`src/rtl/owm_pkg.sv`:
```
package owm_pkg;

   typedef enum logic [1:0] {
      SLOT_RST = 2'd0,
      SLOT_W0  = 2'd1,
      SLOT_W1  = 2'd2,
      SLOT_RD  = 2'd3
   } slot_kind_e;

   typedef enum logic [2:0] {
      OP_RESET  = 3'd0,
      OP_WR0    = 3'd1,
      OP_WR1    = 3'd2,
      OP_RDBIT  = 3'd3,
      OP_WRWORD = 3'd4,
      OP_RDWORD = 3'd5
   } op_e;

   localparam logic [2:0] OP_LAST_VALID = 3'd5;

endpackage

```
`src/rtl/owm_sync.sv`:
```
module owm_sync #(
   parameter int STAGES   = 2,
   parameter bit IDLE_VAL = 1'b1
) (
   input  logic clk,
   input  logic rst_n,
   input  logic d_i,
   output logic q_o
);

   logic [STAGES-1:0] chain_q;

   generate
      genvar s;
      for (s = 0; s < STAGES; s++) begin : g_stage
         if (s == 0) begin : g_first
            always_ff @(posedge clk) begin
               if (!rst_n) chain_q[0] <= IDLE_VAL;
               else        chain_q[0] <= d_i;
            end
         end else begin : g_rest
            always_ff @(posedge clk) begin
               if (!rst_n) chain_q[s] <= IDLE_VAL;
               else        chain_q[s] <= chain_q[s-1];
            end
         end
      end
   endgenerate

   assign q_o = chain_q[STAGES-1];

endmodule

```
`src/rtl/owm_us_tick.sv`:
```
module owm_us_tick #(
   parameter int CLK_PER_US = 100
) (
   input  logic clk,
   input  logic rst_n,
   input  logic clr_i,
   input  logic en_i,
   output logic tick_o
);

   localparam int PW = (CLK_PER_US > 1) ? $clog2(CLK_PER_US) : 1;
   localparam logic [PW-1:0] LAST = PW'(CLK_PER_US - 1);

   logic [PW-1:0] cnt_q;

   always_ff @(posedge clk) begin
      if (!rst_n || clr_i) begin
         cnt_q <= '0;
      end else if (en_i) begin
         if (cnt_q == LAST) cnt_q <= '0;
         else               cnt_q <= cnt_q + PW'(1);
      end
   end

   assign tick_o = en_i && (cnt_q == LAST);

endmodule

```
`src/rtl/owm_slot_timer.sv`:
```
module owm_slot_timer
   import owm_pkg::*;
#(
   parameter int CLK_PER_US      = 100,
   parameter int T_RST_LOW_US    = 480,
   parameter int T_RST_SLOT_US   = 960,
   parameter int T_PRES_SAMP_US  = 70,
   parameter int T_SLOT_US       = 70,
   parameter int T_REC_US        = 2,
   parameter int T_W0_LOW_US     = 60,
   parameter int T_W1_LOW_US     = 6,
   parameter int T_RD_LOW_US     = 2,
   parameter int T_RD_SAMP_US    = 12
) (
   input  logic       clk,
   input  logic       rst_n,
   input  logic       start_i,
   input  slot_kind_e kind_i,
   input  logic       line_i,
   output logic       drive_low_o,
   output logic       finish_o,
   output logic       sample_o
);

   localparam int UW        = $clog2(T_RST_SLOT_US + 1);
   localparam int BIT_TOTAL = T_SLOT_US + T_REC_US;
   localparam int RST_SAMP  = T_RST_LOW_US + T_PRES_SAMP_US;

   logic          active_q;
   slot_kind_e    kind_q;
   logic [UW-1:0] us_q;
   logic          samp_q;
   logic          tick;
   logic [UW-1:0] low_lim, total_lim, samp_lim;

   owm_us_tick #(.CLK_PER_US(CLK_PER_US)) u_tick (
      .clk    (clk),
      .rst_n  (rst_n),
      .clr_i  (start_i),
      .en_i   (active_q),
      .tick_o (tick)
   );

   always_comb begin
      total_lim = UW'(BIT_TOTAL);
      samp_lim  = UW'(T_RD_SAMP_US);
      unique case (kind_q)
         SLOT_RST: begin
            low_lim   = UW'(T_RST_LOW_US);
            total_lim = UW'(T_RST_SLOT_US);
            samp_lim  = UW'(RST_SAMP);
         end
         SLOT_W0: low_lim = UW'(T_W0_LOW_US);
         SLOT_W1: low_lim = UW'(T_W1_LOW_US);
         default: low_lim = UW'(T_RD_LOW_US);
      endcase
   end

   assign finish_o    = active_q && tick && (us_q == total_lim - UW'(1));
   assign drive_low_o = active_q && (us_q < low_lim);
   assign sample_o    = samp_q;

   always_ff @(posedge clk) begin
      if (!rst_n) begin
         active_q <= 1'b0;
         kind_q   <= SLOT_RD;
         us_q     <= '0;
      end else if (start_i) begin
         active_q <= 1'b1;
         kind_q   <= kind_i;
         us_q     <= '0;
      end else if (finish_o) begin
         active_q <= 1'b0;
      end else if (tick) begin
         us_q <= us_q + UW'(1);
      end
   end

   always_ff @(posedge clk) begin
      if (!rst_n)
         samp_q <= 1'b1;
      else if (active_q && tick && (us_q == samp_lim - UW'(1)))
         samp_q <= line_i;
   end

endmodule

```
`src/rtl/owm_shift.sv`:
```
module owm_shift #(
   parameter int DATA_W = 8
) (
   input  logic              clk,
   input  logic              rst_n,
   input  logic              load_i,
   input  logic [DATA_W-1:0] load_val_i,
   input  logic              shift_i,
   input  logic              in_bit_i,
   output logic              cur_bit_o,
   output logic              next_bit_o,
   output logic [DATA_W-1:0] shifted_o
);

   logic [DATA_W-1:0] sh_q;

   assign shifted_o  = {in_bit_i, sh_q[DATA_W-1:1]};
   assign cur_bit_o  = sh_q[0];
   assign next_bit_o = sh_q[1];

   always_ff @(posedge clk) begin
      if (!rst_n)       sh_q <= '0;
      else if (load_i)  sh_q <= load_val_i;
      else if (shift_i) sh_q <= shifted_o;
   end

endmodule

```
`src/rtl/owm_slot_engine.sv`:
```
module owm_slot_engine
   import owm_pkg::*;
#(
   parameter int CLK_PER_US      = 100,
   parameter int DATA_W          = 8,
   parameter int SYNC_STAGES     = 2,
   parameter int T_RST_LOW_US    = 480,
   parameter int T_RST_SLOT_US   = 960,
   parameter int T_PRES_SAMP_US  = 70,
   parameter int T_SLOT_US       = 70,
   parameter int T_REC_US        = 2,
   parameter int T_W0_LOW_US     = 60,
   parameter int T_W1_LOW_US     = 6,
   parameter int T_RD_LOW_US     = 2,
   parameter int T_RD_SAMP_US    = 12
) (
   input  logic              clk,
   input  logic              rst_n,
   input  logic              cmd_valid,
   input  logic [2:0]        cmd_op,
   input  logic [DATA_W-1:0] cmd_data,
   output logic              busy,
   output logic              done,
   output logic              result_bit,
   output logic [DATA_W-1:0] result_data,
   input  logic              line_in,
   output logic              line_drive_low
);

   localparam int BW = $clog2(DATA_W);
   localparam logic [BW-1:0] IDX_LAST = BW'(DATA_W - 1);

   // elaboration-time parameter checks
   generate
      if (CLK_PER_US < 1) begin : g_bad_clk
         $error("CLK_PER_US must be at least 1");
      end
      if (DATA_W < 2) begin : g_bad_width
         $error("DATA_W must be at least 2");
      end
      if (SYNC_STAGES < 2) begin : g_bad_sync
         $error("SYNC_STAGES must be at least 2");
      end
      if (T_RST_LOW_US < 480) begin : g_bad_rst
         $error("reset low time below 480 us");
      end
      if (T_RST_LOW_US + T_PRES_SAMP_US >= T_RST_SLOT_US) begin : g_bad_pres
         $error("presence sample point must fall inside the reset slot");
      end
      if (T_W0_LOW_US < 60 || T_W0_LOW_US >= T_SLOT_US) begin : g_bad_w0
         $error("write-0 low time out of range");
      end
      if (T_W1_LOW_US < 1 || T_W1_LOW_US >= 15) begin : g_bad_w1
         $error("write-1 low time out of range");
      end
      if (T_RD_LOW_US < 1 || T_RD_SAMP_US <= T_RD_LOW_US || T_RD_SAMP_US >= 15) begin : g_bad_rd
         $error("read timing out of range");
      end
      if (T_REC_US < 1) begin : g_bad_rec
         $error("recovery time below 1 us");
      end
   endgenerate

   logic              line_sync;
   logic              busy_q, word_q, rdword_q, rstop_q, done_q, res_bit_q;
   logic [BW-1:0]     idx_q;
   logic [DATA_W-1:0] res_data_q;
   logic              accept, op_ok, last_slot, more, slot_start, slot_finish, slot_sample;
   logic              cur_bit, next_bit;
   logic [DATA_W-1:0] shifted;
   slot_kind_e        first_kind, kind_sel;

   owm_sync #(.STAGES(SYNC_STAGES), .IDLE_VAL(1'b1)) u_sync (
      .clk   (clk),
      .rst_n (rst_n),
      .d_i   (line_in),
      .q_o   (line_sync)
   );

   assign op_ok     = (cmd_op <= OP_LAST_VALID);
   assign accept    = cmd_valid && !busy_q && op_ok;
   assign last_slot = !word_q || (idx_q == IDX_LAST);
   assign more      = slot_finish && !last_slot;
   assign slot_start = accept || more;

   always_comb begin
      unique case (cmd_op)
         OP_RESET:  first_kind = SLOT_RST;
         OP_WR0:    first_kind = SLOT_W0;
         OP_WR1:    first_kind = SLOT_W1;
         OP_WRWORD: first_kind = cmd_data[0] ? SLOT_W1 : SLOT_W0;
         default:   first_kind = SLOT_RD;
      endcase
   end

   always_comb begin
      if (accept)        kind_sel = first_kind;
      else if (rdword_q) kind_sel = SLOT_RD;
      else               kind_sel = next_bit ? SLOT_W1 : SLOT_W0;
   end

   owm_slot_timer #(
      .CLK_PER_US     (CLK_PER_US),
      .T_RST_LOW_US   (T_RST_LOW_US),
      .T_RST_SLOT_US  (T_RST_SLOT_US),
      .T_PRES_SAMP_US (T_PRES_SAMP_US),
      .T_SLOT_US      (T_SLOT_US),
      .T_REC_US       (T_REC_US),
      .T_W0_LOW_US    (T_W0_LOW_US),
      .T_W1_LOW_US    (T_W1_LOW_US),
      .T_RD_LOW_US    (T_RD_LOW_US),
      .T_RD_SAMP_US   (T_RD_SAMP_US)
   ) u_slot (
      .clk         (clk),
      .rst_n       (rst_n),
      .start_i     (slot_start),
      .kind_i      (kind_sel),
      .line_i      (line_sync),
      .drive_low_o (line_drive_low),
      .finish_o    (slot_finish),
      .sample_o    (slot_sample)
   );

   owm_shift #(.DATA_W(DATA_W)) u_shift (
      .clk        (clk),
      .rst_n      (rst_n),
      .load_i     (accept),
      .load_val_i (cmd_data),
      .shift_i    (slot_finish && word_q),
      .in_bit_i   (slot_sample),
      .cur_bit_o  (cur_bit),
      .next_bit_o (next_bit),
      .shifted_o  (shifted)
   );

   always_ff @(posedge clk) begin
      if (!rst_n) begin
         busy_q     <= 1'b0;
         word_q     <= 1'b0;
         rdword_q   <= 1'b0;
         rstop_q    <= 1'b0;
         idx_q      <= '0;
         done_q     <= 1'b0;
         res_bit_q  <= 1'b0;
         res_data_q <= '0;
      end else begin
         done_q <= 1'b0;
         if (accept) begin
            busy_q   <= 1'b1;
            word_q   <= (cmd_op == OP_WRWORD) || (cmd_op == OP_RDWORD);
            rdword_q <= (cmd_op == OP_RDWORD);
            rstop_q  <= (cmd_op == OP_RESET);
            idx_q    <= '0;
         end else if (more) begin
            idx_q <= idx_q + BW'(1);
         end else if (slot_finish) begin
            busy_q <= 1'b0;
            done_q <= 1'b1;
            if (!word_q)
               res_bit_q <= rstop_q ? ~slot_sample : slot_sample;
            if (word_q && rdword_q)
               res_data_q <= shifted;
         end
      end
   end

   assign busy        = busy_q;
   assign done        = done_q;
   assign result_bit  = res_bit_q;
   assign result_data = res_data_q;

   // cur_bit is consumed through first_kind via cmd_data; keep it observable
   logic unused_cur;
   assign unused_cur = cur_bit;

endmodule

```
`config.mk`:
```
export PLATFORM = sky130hd
export DESIGN_NAME = owm_slot_engine
export DESIGN_NICKNAME = d
export VERILOG_FILES = /design/src/rtl/owm_pkg.sv /design/src/rtl/owm_sync.sv /design/src/rtl/owm_us_tick.sv /design/src/rtl/owm_slot_timer.sv /design/src/rtl/owm_shift.sv /design/src/rtl/owm_slot_engine.sv
export SDC_FILE = /design/constraint.sdc
export NUM_CORES = 1
export LEC_CHECK = 0
export ABC_AREA = 1
export BUFFER_PORTS_ARGS = -buffer_cell sky130_fd_sc_hd__buf_2
export CORE_MARGIN = 2
export CORE_UTILIZATION = 30
export CTS_BUF_LIST = sky130_fd_sc_hd__clkbuf_4 sky130_fd_sc_hd__clkbuf_8
export CTS_CLUSTER_DIAMETER = 120
export DETAILED_ROUTE_END_ITERATION = 12
export PLACE_DENSITY = 0.46
export SETUP_SLACK_MARGIN = 0.5
export SLEW_MARGIN = 20
export SYNTH_ARGS = -nofsm -noshare
export SYNTH_HDL_FRONTEND = slang
export SYNTH_SLANG_ARGS = --single-unit
```
`constraint.sdc`:
```
create_clock -name clk -period 4.35 [get_ports clk]
set_clock_uncertainty 0.1 [all_clocks]
set_input_delay 0.87 -clock clk [delete_from_list [all_inputs] [get_ports clk]]
set_output_delay 0.87 -clock clk [all_outputs]
set_load 0.02 [all_outputs]
```
==> metrics <==
status complete, no violations; Seq. cell area 941 um^2; Via density roughly 4.5; Critical Path Source Type flop; core area about 8800 um^2; unrepaired setup endpoints after global routing no; worst path bufs/invs 2; VDD IR max ~0.17 mV; Post-synth ARST share 0%; most common cell after layout, fill and taps aside nand2_1; initial antenna violation count 0; delay-heaviest family, CP compound AO/OA/AOI/OAI gates; Initial Util between 30% and 40%; register area share after synthesis between 30% and 40%; Main synth FF type dfxtp_1; fmax 315 MHz; Synth Net Count 426; Tot Pwr approximately 940 uW; setup TNS 0 ps; Worst-Skew Late Latency about 300 ps; Synthesis Warnings 0; total grt overflow 0; via count 2347; initial drt markers ~100; Die Height slightly below 100 um; Synth Area in Compound Gates roughly 6.6%; Final Hold Violating Endpoints 0; clock network power share between 40% and 50%; first-pass GRT wire length approximately 10 mm; CP Cell Sequence inv_1 > ha_1 > o21bai_1 > ha_1 > a21oi_1 > o21ai_0 > nand2_1 > o2111ai_1 > nor2_1 > buf_2; final WL ~5.8 mm; CP endpoint kind primary output; area of the multi-input gates 1500 um^2; CP max FO 6; final setup violating endpoints 0; CTS buffer count 5; Crit path depth 10; Hold Startpoint u_sync.chain_q[0]$_SDFF_PN1_; num rows 34; WL/cell roughly 11 um; Final Max Tran Viols 0; Post-synth EDFFs 0; cts repair resizes 0; Worst path slowest cell dfxtp_1; switching pwr ~220 uW; # diodes 0; HP Class flop to flop; DIE AREA roughly 10000 um^2; cell count after synthesis 394; mean area per synthesized cell 6.91 um^2; Root Buffer clkbuf_8; CP peak stage delay roughly 410 ps; Internal approximately 710 uW; fin cells between 500 and 600; Crit Path Category flop to primary output; hold_buf cts 0; final worst setup slack 1180 ps; vias in the first global route ~2100; CTS tree done; worst setup path start u_slot.kind_q[0]$_SDFFE_PN1P_; flops & latches, synth 47; largest family of logic cells by synthesized area simple AND/OR/NAND/NOR gates; share of synthesized cell area in full adder, half adder and majority cells under 10%; number of I/O port buffers 26; DP HPWL between 4 and 5 mm; Filler cells around 970; P per Cell Area just over 300 nW/um^2; placed insts around 520; Slew headroom 65.6%; xor/xnor share of the synthesized area around 3.9%; Clock Sinks 47; num ports 27; period utilization between 70% and 80%; DRC errors left 0; deepest clock path buffer count 2; Reg clk slew, reported paths 80 ps; Reg2Reg Depth 11; Critical Path RT between 3000 and 4000 ps; Post-CTS Setup Bufs 0; largest net degree at the start of global routing 24; post-synthesis mux area share 0%; Mapped Area approximately 2700 um^2; share of post-route cells with drive strength above 1 12.5%; pre-CTS WS 1510 ps; WP data arrival ~2200 ps; most frequent CP cell ha_1; Static Leakage approximately 1.4 nW; Tightest Pin Transition ~500 ps; DRT antenna net count 0; number of max-capacitance violations reported 0; Hold Crit Depth 1; worst r2r src u_slot.kind_q[1]$_SDFFE_PN1P_; drt first pass iters 4; register share of total power just under 50%; Combinational Power Share 9.7%; Chip Width 99.3 um; final critical-path required period approximately 3200 ps; Unique masters post-synth 35; Area growth, synth to finish 10.8%; Synth Area in Simple Gates between 30 and 40%; switching share of power around a quarter; commonest cells after routing, fill and taps aside 112 x nand2_1, 61 x nor2_1, 47 x dfxtp_1; Final nets 447; RD Place Congestion 0.805; H-tree depth 2; total track usage between 10% and 20%; Final Util between 30% and 40%
## path summary, 6_finish.rpt
kind                                         endpoint  slack (ps)
setup / recovery                       line_drive_low        1180
hold / removal                  u_sync.q_o$_SDFF_PN1_         320
setup reg to reg  u_slot.u_tick.cnt_q[5]$_SDFFE_PP0P_        1810
hold reg to reg                 u_sync.q_o$_SDFF_PN1_         320
## worst register-to-register path, delay by kind of cell (launching register included)
family | cells | cell delay (ps)
buffers and inverters | 3 | 260
and+or+nand+nor | 6 | 1110
DFF | 1 | 340
adders and majority gates | 2 | 600
## layer usage
| metal | share of wire (%) | routed length (um) | GRT usage (%) | vias to the layer above |
|---|---|---|---|---|
| met5 | 0 | 0 | 0 | - |
| met1 | 52 | 3050 | 17.6 | 1035 |
| met4 | 1.7 | 99 | 4.64 | 0 |
| met3 | 3.3 | 193 | 2.60 | 9 |
| li1 | - | - | - | 1274 |
| met2 | 42 | 2470 | 19.0 | 29 |
## synth_stat cells (4+ instances only)
library cell / count / share of area [%]
a21oi_1: 20 / 3.7
inv_1: 45 / 6.2
nand2_2: 4 / 0.92
nand3_1: 27 / 5.0
xor2_1: 8 / 2.6
ha_1: 17 / 7.8
xnor2_1: 4 / 1.3
nand2_1: 112 / 15
nor2_1: 61 / 8.4
dfxtp_1: 47 / 35
nor3_1: 6 / 1.1
nand3_2: 4 / 1.5
o21ai_0: 5 / 0.92
buf_6: 4 / 1.7
## cell families (layout without fill, tap and decap cells)
| logic type | Yosys count | after routing |
|---|---|---|
| buf+inv | 59 | 81 |
| simple gates | 227 | 227 |
| xor+xnor | 12 | 12 |
| compound gates | 32 | 32 |
| fa+ha+maj | 17 | 17 |
| flops | 47 | 47 |
## final cells by class
cell class	instances	area share, %
well taps	108	4.48
inverters	47	5.85
repair buffers	26	4.31
clock inverters	2	1.99
clock buffers	6	2.53
flip-flops and latches	47	31.2
multi-input cells	288	49.7
## power groups by stage
| stage | registers (mW) | logic (mW) | clock network, mW |
|---|---|---|---|
| floorplan | 0.462 | 0.0709 | 0 |
| global placement | 0.464 | 0.0918 | 0 |
| detailed placement | 0.464 | 0.0923 | 0 |
| CTS | 0.454 | 0.0928 | 0.403 |
| global route | 0.456 | 0.108 | 0.418 |
| finish | 0.454 | 0.0911 | 0.390 |
## metrics by stage
stage                     area (um^2)  hold WS [ps]
after global routing             3020           340
after floorplan                  2720           293
final                            3020           322
after global placement           2880           300
after CTS                        3020           327
after detailed placement         2880           306
## flip-flops by register name (all words and copies together) (netlist names), 2 cells and up
signal and cells:
u_slot.us_q 10, result_data 8, u_slot.u_tick.cnt_q 7, u_slot.kind_q 2, u_shift.sh_q 7, idx_q 3
Note: power is estimated with default switching activity, not from simulation.
